===== src/rtl/tmr_pkg.sv =====
package tmr_pkg;

    typedef enum logic [2:0] {
        M_TERM    = 3'd0,
        M_ONESHOT = 3'd1,
        M_RATE    = 3'd2,
        M_SQUARE  = 3'd3,
        M_SWSTB   = 3'd4,
        M_HWSTB   = 3'd5
    } tmr_mode_e;

    // Events produced by the count core each cycle
    typedef struct packed {
        logic tick;      // counted enable that actually moved the counter
        logic restart;   // gate rising edge accepted by the current mode
        logic terminal;  // tick taken while the counter held one
    } tmr_evt_t;

    // Waveform state
    typedef struct packed {
        logic armed;
        logic flag;
    } tmr_wave_t;

    // Codes 6 and 7 fold onto the periodic modes
    function automatic tmr_mode_e norm_mode(input logic [2:0] code);
        if (code[1])
            return tmr_mode_e'({1'b0, code[1:0]});
        return tmr_mode_e'(code);
    endfunction

    function automatic logic gate_pauses(input tmr_mode_e m);
        return (m == M_TERM) || (m == M_RATE) || (m == M_SQUARE) || (m == M_SWSTB);
    endfunction

    function automatic logic gate_restarts(input tmr_mode_e m);
        return (m == M_ONESHOT) || (m == M_RATE) || (m == M_SQUARE) || (m == M_HWSTB);
    endfunction

    function automatic logic is_periodic(input tmr_mode_e m);
        return (m == M_RATE) || (m == M_SQUARE);
    endfunction

endpackage


===== src/rtl/tmr_gate_edge.sv =====
module tmr_gate_edge (
    input  logic clk,
    input  logic rst,
    input  logic gate,
    output logic gate_q,
    output logic gate_rise
);
    always_ff @(posedge clk) begin
        if (rst) gate_q <= 1'b0;
        else     gate_q <= gate;
    end

    assign gate_rise = gate & ~gate_q;
endmodule


===== src/rtl/tmr_count_core.sv =====
module tmr_count_core
    import tmr_pkg::*;
#(
    parameter int CNT_W = 16
) (
    input  logic             clk,
    input  logic             rst,
    input  logic             load,
    input  logic [CNT_W-1:0] load_val,
    input  tmr_mode_e        new_mode,
    input  logic             cnt_en,
    input  logic             gate,
    input  logic             gate_rise,
    output logic [CNT_W-1:0] cnt,
    output logic [CNT_W-1:0] init,
    output tmr_mode_e        mode,
    output tmr_evt_t         evt
);
    localparam logic [CNT_W-1:0] ONE = CNT_W'(1);

    logic en_ok;
    logic restart;
    logic tick;

    assign en_ok   = cnt_en & (gate | ~gate_pauses(mode));
    assign restart = gate_rise & gate_restarts(mode) & ~load;
    assign tick    = en_ok & ~load & ~restart;

    assign evt.tick     = tick;
    assign evt.restart  = restart;
    assign evt.terminal = tick & (cnt == ONE);

    always_ff @(posedge clk) begin
        if (rst) begin
            cnt  <= '0;
            init <= '0;
            mode <= M_TERM;
        end else if (load) begin
            cnt  <= load_val;
            init <= load_val;
            mode <= new_mode;
        end else if (restart) begin
            cnt <= init;
        end else if (tick) begin
            if (is_periodic(mode) && cnt == ONE)
                cnt <= init;
            else
                cnt <= cnt - ONE;
        end
    end

    AST_LOAD_VALUE: assert property (@(posedge clk) disable iff (rst)
        load |=> (cnt == $past(load_val)))
        else $error("load value not taken");

    AST_WRAP_DOWN: assert property (@(posedge clk) disable iff (rst)
        (tick && !is_periodic(mode)) |=> (cnt == $past(cnt) - ONE))
        else $error("one-shot mode count did not step down");

    AST_GATE_PAUSE: assert property (@(posedge clk) disable iff (rst)
        (!load && !restart && !gate && gate_pauses(mode)) |=> $stable(cnt))
        else $error("count moved with gate low");

    AST_PERIOD_RANGE: assert property (@(posedge clk) disable iff (rst)
        (is_periodic(mode) && init != '0) |-> (cnt != '0 && cnt <= init))
        else $error("periodic count left 1..N");
endmodule


===== src/rtl/tmr_wave_gen.sv =====
module tmr_wave_gen
    import tmr_pkg::*;
#(
    parameter int CNT_W = 16
) (
    input  logic             clk,
    input  logic             rst,
    input  logic             load,
    input  tmr_mode_e        new_mode,
    input  tmr_mode_e        mode,
    input  tmr_evt_t         evt,
    input  logic [CNT_W-1:0] cnt,
    input  logic [CNT_W-1:0] init,
    input  logic             gate_q,
    output logic             out
);
    localparam int EXT_W = CNT_W + 1;
    localparam logic [EXT_W-1:0] FULL = EXT_W'(1) << CNT_W;

    tmr_wave_t st;
    logic [EXT_W-1:0] cnt_ext;
    logic [EXT_W-1:0] init_ext;
    logic             sq_high;

    // A zero register value stands for the full range
    assign cnt_ext  = (cnt  == '0) ? FULL : {1'b0, cnt};
    assign init_ext = (init == '0) ? FULL : {1'b0, init};
    assign sq_high  = cnt_ext > (init_ext >> 1);

    always_ff @(posedge clk) begin
        if (rst) begin
            st.armed <= 1'b0;
            st.flag  <= 1'b0;
        end else if (load) begin
            st.armed <= (new_mode != M_ONESHOT);
            st.flag  <= 1'b0;
        end else if (evt.restart) begin
            st.armed <= 1'b1;
            st.flag  <= 1'b0;
        end else if (evt.tick) begin
            case (mode)
                M_TERM: begin
                    if (evt.terminal && st.armed) begin
                        st.flag  <= 1'b1;
                        st.armed <= 1'b0;
                    end
                end
                M_ONESHOT: begin
                    if (evt.terminal && st.armed) st.armed <= 1'b0;
                end
                M_RATE:   st.flag <= evt.terminal;
                M_SQUARE: st.flag <= 1'b0;
                default: begin
                    st.flag <= evt.terminal & st.armed;
                    if (evt.terminal) st.armed <= 1'b0;
                end
            endcase
        end
    end

    always_comb begin
        case (mode)
            M_ONESHOT: out = ~st.armed;
            M_RATE:    out = ~gate_q | st.flag;
            M_SQUARE:  out = ~gate_q | sq_high;
            default:   out = st.flag;
        endcase
    end

    AST_TERM_STICKY: assert property (@(posedge clk) disable iff (rst)
        (mode == M_TERM && out && !load) |=> out)
        else $error("terminal output dropped");

    AST_STROBE_ONE_TICK: assert property (@(posedge clk) disable iff (rst)
        ((mode == M_SWSTB || mode == M_HWSTB) && out && evt.tick) |=> !out)
        else $error("strobe lasted past one tick");

    AST_ONESHOT_TRIGGER: assert property (@(posedge clk) disable iff (rst)
        (mode == M_ONESHOT && evt.restart) |=> !out)
        else $error("one-shot did not go low on trigger");
endmodule


===== src/rtl/timer_channel.sv =====
module timer_channel
    import tmr_pkg::*;
#(
    parameter int CNT_W = 16
) (
    input  logic             clk,
    input  logic             rst,
    input  logic             cnt_en,
    input  logic             gate,
    input  logic             load,
    input  logic [CNT_W-1:0] load_val,
    input  logic [2:0]       load_mode,
    output logic             tmr_out,
    output logic [CNT_W-1:0] count
);
    tmr_mode_e        new_mode;
    tmr_mode_e        mode;
    tmr_evt_t         evt;
    logic             gate_q;
    logic             gate_rise;
    logic [CNT_W-1:0] init;

    assign new_mode = norm_mode(load_mode);

    tmr_gate_edge u_gate (
        .clk       (clk),
        .rst       (rst),
        .gate      (gate),
        .gate_q    (gate_q),
        .gate_rise (gate_rise)
    );

    tmr_count_core #(.CNT_W(CNT_W)) u_core (
        .clk       (clk),
        .rst       (rst),
        .load      (load),
        .load_val  (load_val),
        .new_mode  (new_mode),
        .cnt_en    (cnt_en),
        .gate      (gate),
        .gate_rise (gate_rise),
        .cnt       (count),
        .init      (init),
        .mode      (mode),
        .evt       (evt)
    );

    tmr_wave_gen #(.CNT_W(CNT_W)) u_wave (
        .clk      (clk),
        .rst      (rst),
        .load     (load),
        .new_mode (new_mode),
        .mode     (mode),
        .evt      (evt),
        .cnt      (count),
        .init     (init),
        .gate_q   (gate_q),
        .out      (tmr_out)
    );

    AST_RESET_STATE: assert property (@(posedge clk)
        rst |=> (count == '0 && !tmr_out))
        else $error("reset state wrong");
endmodule


===== config.mk =====
export PLATFORM = sky130hd
export DESIGN_NAME = timer_channel
export DESIGN_NICKNAME = d
export VERILOG_FILES = /design/src/rtl/tmr_pkg.sv /design/src/rtl/tmr_gate_edge.sv /design/src/rtl/tmr_count_core.sv /design/src/rtl/tmr_wave_gen.sv /design/src/rtl/timer_channel.sv
export SDC_FILE = /design/constraint.sdc
export NUM_CORES = 1
export LEC_CHECK = 0
export CAP_MARGIN = 20
export CORE_MARGIN = 1
export CORE_UTILIZATION = 50
export DETAILED_ROUTE_END_ITERATION = 6
export GPL_TIMING_DRIVEN = 1
export PLACE_DENSITY = 0.79
export SKIP_CTS_REPAIR_TIMING = 1
export SLEW_MARGIN = 10
export SYNTH_ARGS = -nofsm -noshare
export SYNTH_HDL_FRONTEND = slang
export SYNTH_SLANG_ARGS = --single-unit

===== constraint.sdc =====
create_clock -name clk -period 9.6 [get_ports clk]
set_input_delay 1.92 -clock clk [delete_from_list [all_inputs] [get_ports clk]]
set_output_delay 1.92 -clock clk [all_outputs]
set_load 0.01 [all_outputs]

* Yosys cells after proc, flatten, opt, wreduce, memory -nomap -nowiden
Cells that the tools add are included.
** Cells by class
- Order comparisons :: 1
- Reductions and logical operators :: 18
- Bitwise operators :: 17
- Add/subtract/negate cells :: 1
- Equality and inequality tests :: 11
- Muxes and demuxes :: 18
** Operators with widths (number)
- two-way mux 16 bit :: 4
- two-way mux 17 bit :: 2
- logical NOT 16 bit :: 2
- > comparator 17 x 16 -> 1 bit :: 1
- == test 16 x 1 -> 1 bit, second input constant :: 1
- subtractor 16 x 1 -> 16 bit, second input constant :: 1
- AND 1 bit :: 8
- two-way mux 2 bit :: 4
- inequality test 4 x 2 -> 1 bit, second input constant :: 2
- logical OR 1 bit :: 7
- == test 3 x 2 -> 1 bit, second input constant :: 2
- == test 3 bit, second input constant :: 2
- two-way mux 3 bit :: 2
- inequality test 3 x 1 -> 1 bit, second input constant :: 2
- inverter 1 bit :: 6
- case mux 1 bit (3 select lines) :: 2
- AND reduction 5 bit :: 1
- nonzero test 5 bit :: 1
- case mux 1 bit (4 select lines) :: 1
- == test 3 x 1 -> 1 bit, second input constant :: 1
- logical NOT 3 bit :: 1
- two-way mux 1 bit :: 3
- OR 1 bit :: 3
- AND reduction 3 bit :: 1
- 5 further kinds :: 6
** Word-level totals
- Register bits :: 38
- Input bits :: 24
- Logic and storage cells :: 72
- Output and inout port bits :: 17

* Longest topological paths before layout
- Depth after elaboration :: 16
- Gate-level depth with buffers :: 11
- Depth with buffers taken out :: 11

* Hierarchy
Synthesis repeated with hierarchy kept, for this count alone.
** Second synthesis, totals
- Cells, all modules :: 337
- Area, all modules :: 2672.6 sq um
** Modules (own cells, without submodules)
- tmr_count_core :: instances 1, sequential area each 700.7 sq um, area an instance 1875.5 sq um, cells each 228
- tmr_wave_gen :: instances 1, sequential area each 40.0 sq um, area an instance 735.7 sq um, cells each 105
- tmr_gate_edge :: instances 1, sequential area each 20.0 sq um, area an instance 47.5 sq um, cells each 3
- timer_channel :: instances 1, sequential area each 0.0 sq um, area an instance 13.8 sq um, cells each 1

* Least setup slack after synthesis
No wires, ideal clock.
- Path type :: flip-flop to output port
- From :: reg u_core.cnt[0]
- To :: out tmr_out
- Data arrival time :: 2.546 ns
- Required time :: 7.680 ns
- Cell stages (with the launch flop) :: 11
- Slack :: 5.134 ns
- Path buffers :: 0
- Cells stage by stage :: dfxtp_1 > inv_1 > ha_1 > or4b_1 > or3_1 > and2_1 > ha_1 > and3_1 > a211oi_1 > o31ai_1 > o211ai_1
** Between the ends
- Longest elaborated chain between the ends :: 5
** RTL lines
- start, declared :: RTL line tmr_count_core.sv:14 : output logic [CNT_W-1:0] cnt,
- start signal, assigned :: RTL line tmr_count_core.sv:39 : cnt <= load_val;
- start signal, assigned :: RTL line tmr_count_core.sv:43 : cnt <= init;
- start signal, assigned :: RTL line tmr_count_core.sv:46 : cnt <= init;
- logical NOT 16 bit :: RTL line tmr_wave_gen.sv:26 : assign cnt_ext = (cnt == '0) ? FULL : {1'b0, cnt};
- two-way mux 17 bit * :: RTL line tmr_wave_gen.sv:26
- > comparator 17 x 16 -> 1 bit * :: RTL line tmr_wave_gen.sv:28 : assign sq_high = cnt_ext > (init_ext >> 1);
- OR 1 bit * :: RTL line tmr_wave_gen.sv:65 : M_SQUARE: out = ~gate_q | sq_high;
- case mux 1 bit (3 select lines) * :: RTL line tmr_wave_gen.sv:62 : case (mode)
- end, declared :: RTL line timer_channel.sv:13 : output logic tmr_out,
Every way passes the cells marked *; elsewhere a longest branch is shown, timed or not.

* Worst setup path in the final report
Same ends and word-level chain as after synthesis.

==> results by group <==
Placed design
  • Hpwl dp: 4680 microns
  • Count of input and output buffers: 40
  • RePlAce Congestion: 0.961

Final layout
  • Fraction of layout cells with a size suffix above 1: 4.72%
  • Area of the multi-input gates: 0.00166 sq mm
  • Most common cell after layout, fill and taps aside: clkdlybuf4s50_1
  • Register area: 761 sq um
  • Final core occ: 60.6%
  • NumNets Final: 381
  • Area growth syn-to-layout: 16.8%
  • Diode count: 0
  • Fill cell count: 473
  • Most frequent cells in the layout: clkdlybuf4s50_1, dfxtp_1, nor2_1, mux2i_1, inv_1

Setup path
  • Slowest cell on crit path: clkdlybuf4s50_1
  • Worst path cell trace: inv_1 > ha_1 > or4b_1 > or3_1 > and2_1 > ha_1 > and3_1 > a211oi_1 > o31ai_1 > o211ai_1 > clkdlybuf4s50_1
  • Worst Setup Path Type: reg -> out
  • CP Capture Type: output pin
  • Worst r2r src: u_core.cnt[2]$_SDFFE_PP0P_
  • Worst setup endpoint: tmr_out
  • Critical path arrival: 3.62 ns
  • CP peak stage delay: 0.58 ns
  • Critical Path RT: 7.68 ns
  • Worst r2r dst: u_core.cnt[8]$_SDFFE_PP0P_
  • Register-to-register setup slack: 7.17 ns
  • Worst path most repeated cell: ha_1
  • Critical path peak fanout: 8
  • CP Launch Type: flop
  • Worst Setup SP: u_core.cnt[0]$_SDFFE_PP0P_
  • Worst R2R Path Depth: 5

STA
  • Tcrit/Tclk final: 57.7%
  • Hold slack: 0.497 ns
  • Worst clock skew: 0.00664 ns
  • Setup violators final: 0
  • Final hold violation count: 0
  • RSZ-0062 raised after global routing: no
  • Fmax: 0.180 GHz
  • Slew HR: 39.0%
  • Post-route minimum period: 5.54 ns
  • Worst-margin pin slew: 0.915 ns
  • Fin Setup TNS: 0 ns
  • Max Slew Vio Count: 0

Clock network
  • TritonCTS clock tree: done
  • Total clock sinks: 38
  • Worst-Skew Late Latency: 0.30 ns
  • Total number of H-tree levels: 2
  • CTS Buffer Depth: 2
  • CTS clk-pin slew, worst paths: 0.07 ns
  • Root Driver: clkbuf_8
  • CTS Buf Count: 5

Synthesis
  • Warnings from Yosys: 0
  • Synthesized instance count: 320
  • EDFF count, synth: 0
  • Cell variety after synth: 49
  • Mapped Nets: 362
  • Synth area leader: dfxtp_1
  • Top cell type's share of synthesized area: 28.9%
  • Avg Cell Area, Syn: 8.23 sq um
  • Ys async rst share: 0%
  • Primary FF master, synth: dfxtp_1
  • Largest cells by area after synthesis: dfxtp_1, mux2i_1, ha_1, nor2_1, clkbuf_1
  • Seq/Total Area, Yosys: 28.9%
  • Register bit total from synthesis: 38
  • Synthesized area: 0.00263 sq mm

Global route
  • GRT Residual Overflow: 0
  • Pin count of the biggest net entering global routing: 39
  • GRT Resource Usage Total: 25.6%
  • Initial antenna violation count: 0
  • First-pass GRT wire length: 10,700 microns
  • Number of global-route vias before repair: 2,244

Power
  • Clk pwr share: 24.3%
  • VDD IR max: 0.0000818 V
  • Sw frac: 34.0%
  • Sequential power share: 43.7%
  • Pwr dens: 143 mW/mm^2
  • Net switching power: 0.149 mW
  • Leak: 1.18 nW
  • Combinational share of power: 32.0%
  • Internal: 0.289 mW

Run status
  • Status: finished, final reports clean

Route
  • DRC Markers: 0
  • Iteration-0 DRC count of the detailed router: 190
  • DR vias: 2,374
  • DRT antenna net count: 0
  • 1st-pass router iterations: 4
  • Routed wire per std cell: 16.2 microns
  • Via-to-Cell Ratio: 5.80
  • Drt total wl: 6630 microns

Die
  • Total core area: 0.00507 sq mm
  • Die ar.: 0.00556 sq mm
  • Die height: 74.6 microns
  • Initial core utilization: 51.9%
  • Chip width: 74.6 microns
  • Site row count: 26
  • # IOs: 41

Worst hold path
  • Hold Path Origin: u_core.init[0]$_SDFFE_PP0P_
  • Hold Path Class: reg -> reg

Job
  • Max cap viols: 0
[power by group through the flow]
stage / combinational (mW) / sequential, mW / clock, mW
3_3_place_gp: 0.136 / 0.194 / 0
3_5_place_dp: 0.138 / 0.195 / 0
4_1_cts: 0.139 / 0.191 / 0.108
5_1_grt: 0.155 / 0.194 / 0.114
6_report: 0.140 / 0.192 / 0.107
2_1_floorplan: 0.0945 / 0.192 / 0
[per-layer routing]
layer  global-route usage (%)  up-vias  share of wire (%)  wire length (microns)
li1                         -     1183                  -                      -
met5                        0        -                  0                      0
met4                     11.3        0                2.2                    148
met2                     41.0       60                 45                   2980
met1                     33.1     1116                 47                   3140
met3                     5.15       15                5.4                    355
[cell type report]
class / count / area share (%)
tap: 70 / 2.85
multi-input combinational: 229 / 53.8
timing repair buffer: 42 / 13.3
sequential: 38 / 24.7
inverter: 23 / 2.81
clock buffer: 7 / 2.48
[metrics by stage]
| stage | total power [mW] | setup WS (ns) | std cells | cell area (sq um) |
|---|---|---|---|---|
| 2_1_floorplan | 0.286 | 5.13 | 320 | 2630 |
| 6_report | 0.438 | 4.06 | 409 | 3080 |
| 5_1_grt | 0.462 | 3.87 | 409 | 3080 |
| 4_1_cts | 0.439 | 4.08 | 409 | 3080 |
| 3_3_place_gp | 0.330 | 4.47 | 402 | 3000 |
| 3_5_place_dp | 0.333 | 4.43 | 402 | 3000 |
[worst max-delay path, delay by kind of cell (launching register included)]
family,cells,cell delay [ns]
AO/OA/AOI/OAI,3,0.45
adder cells (fa/ha/maj),2,0.55
buffers and inverters,2,0.68
flip-flops,1,0.38
AND/OR/NAND/NOR,4,1.25
[registers in the layout (all words and copies together), names as in the netlist]
name,cells
u_core.mode,3
u_core.init,16
u_core.cnt,16
u_gate.gate_q,1
u_wave.st,2
[cells in the mapped netlist, types with 2 or more instances]
cell type and n:
a211oi_1 7, a21o_1 4, a21oi_1 15, a221oi_1 4, a311oi_1 4, a41oi_1 2, and3_1 2, and4_1 2
buf_2 3, buf_6 2, clkbuf_1 24, dfxtp_1 38, ha_1 18, inv_1 23, mux2i_1 25, nand2_1 10
nand2b_1 2, nand3_1 14, nand3b_1 2, nand4_1 5, nor2_1 32, nor2b_1 8, nor3_1 7, nor3_2 2
nor4_1 7, o21ai_0 11, o221ai_1 3, o31a_1 2, o31ai_1 3, or3_1 8, or4b_1 2, xnor2_1 9
xor2_1 4
[worst min path at each step]
stage	to	slack, ns	cells after the start
finish	u_core.init[0]$_SDFFE_PP0P_	0.50	2
global route	u_core.init[0]$_SDFFE_PP0P_	0.53	2
CTS	u_core.init[0]$_SDFFE_PP0P_	0.50	2
detailed placement	u_core.init[0]$_SDFFE_PP0P_	0.49	2
global placement	u_core.init[0]$_SDFFE_PP0P_	0.47	2
floorplan	u_core.init[0]$_SDFFE_PP0P_	0.45	2
[kinds of logic (layout without fill, tap and decap cells)]
group,Yosys count,in the layout,synth area share (%)
xor gates and xnor gates,13,13,4.32
muxes,25,25,9.50
DFF,38,38,28.9
AOI/OAI and AO/OA,62,62,16.6
buffers and inverters,53,72,8.27
and+or+nand+nor,111,111,23.8
adders and majority gates,18,18,8.55
Power figures use the tool's default switching activity.
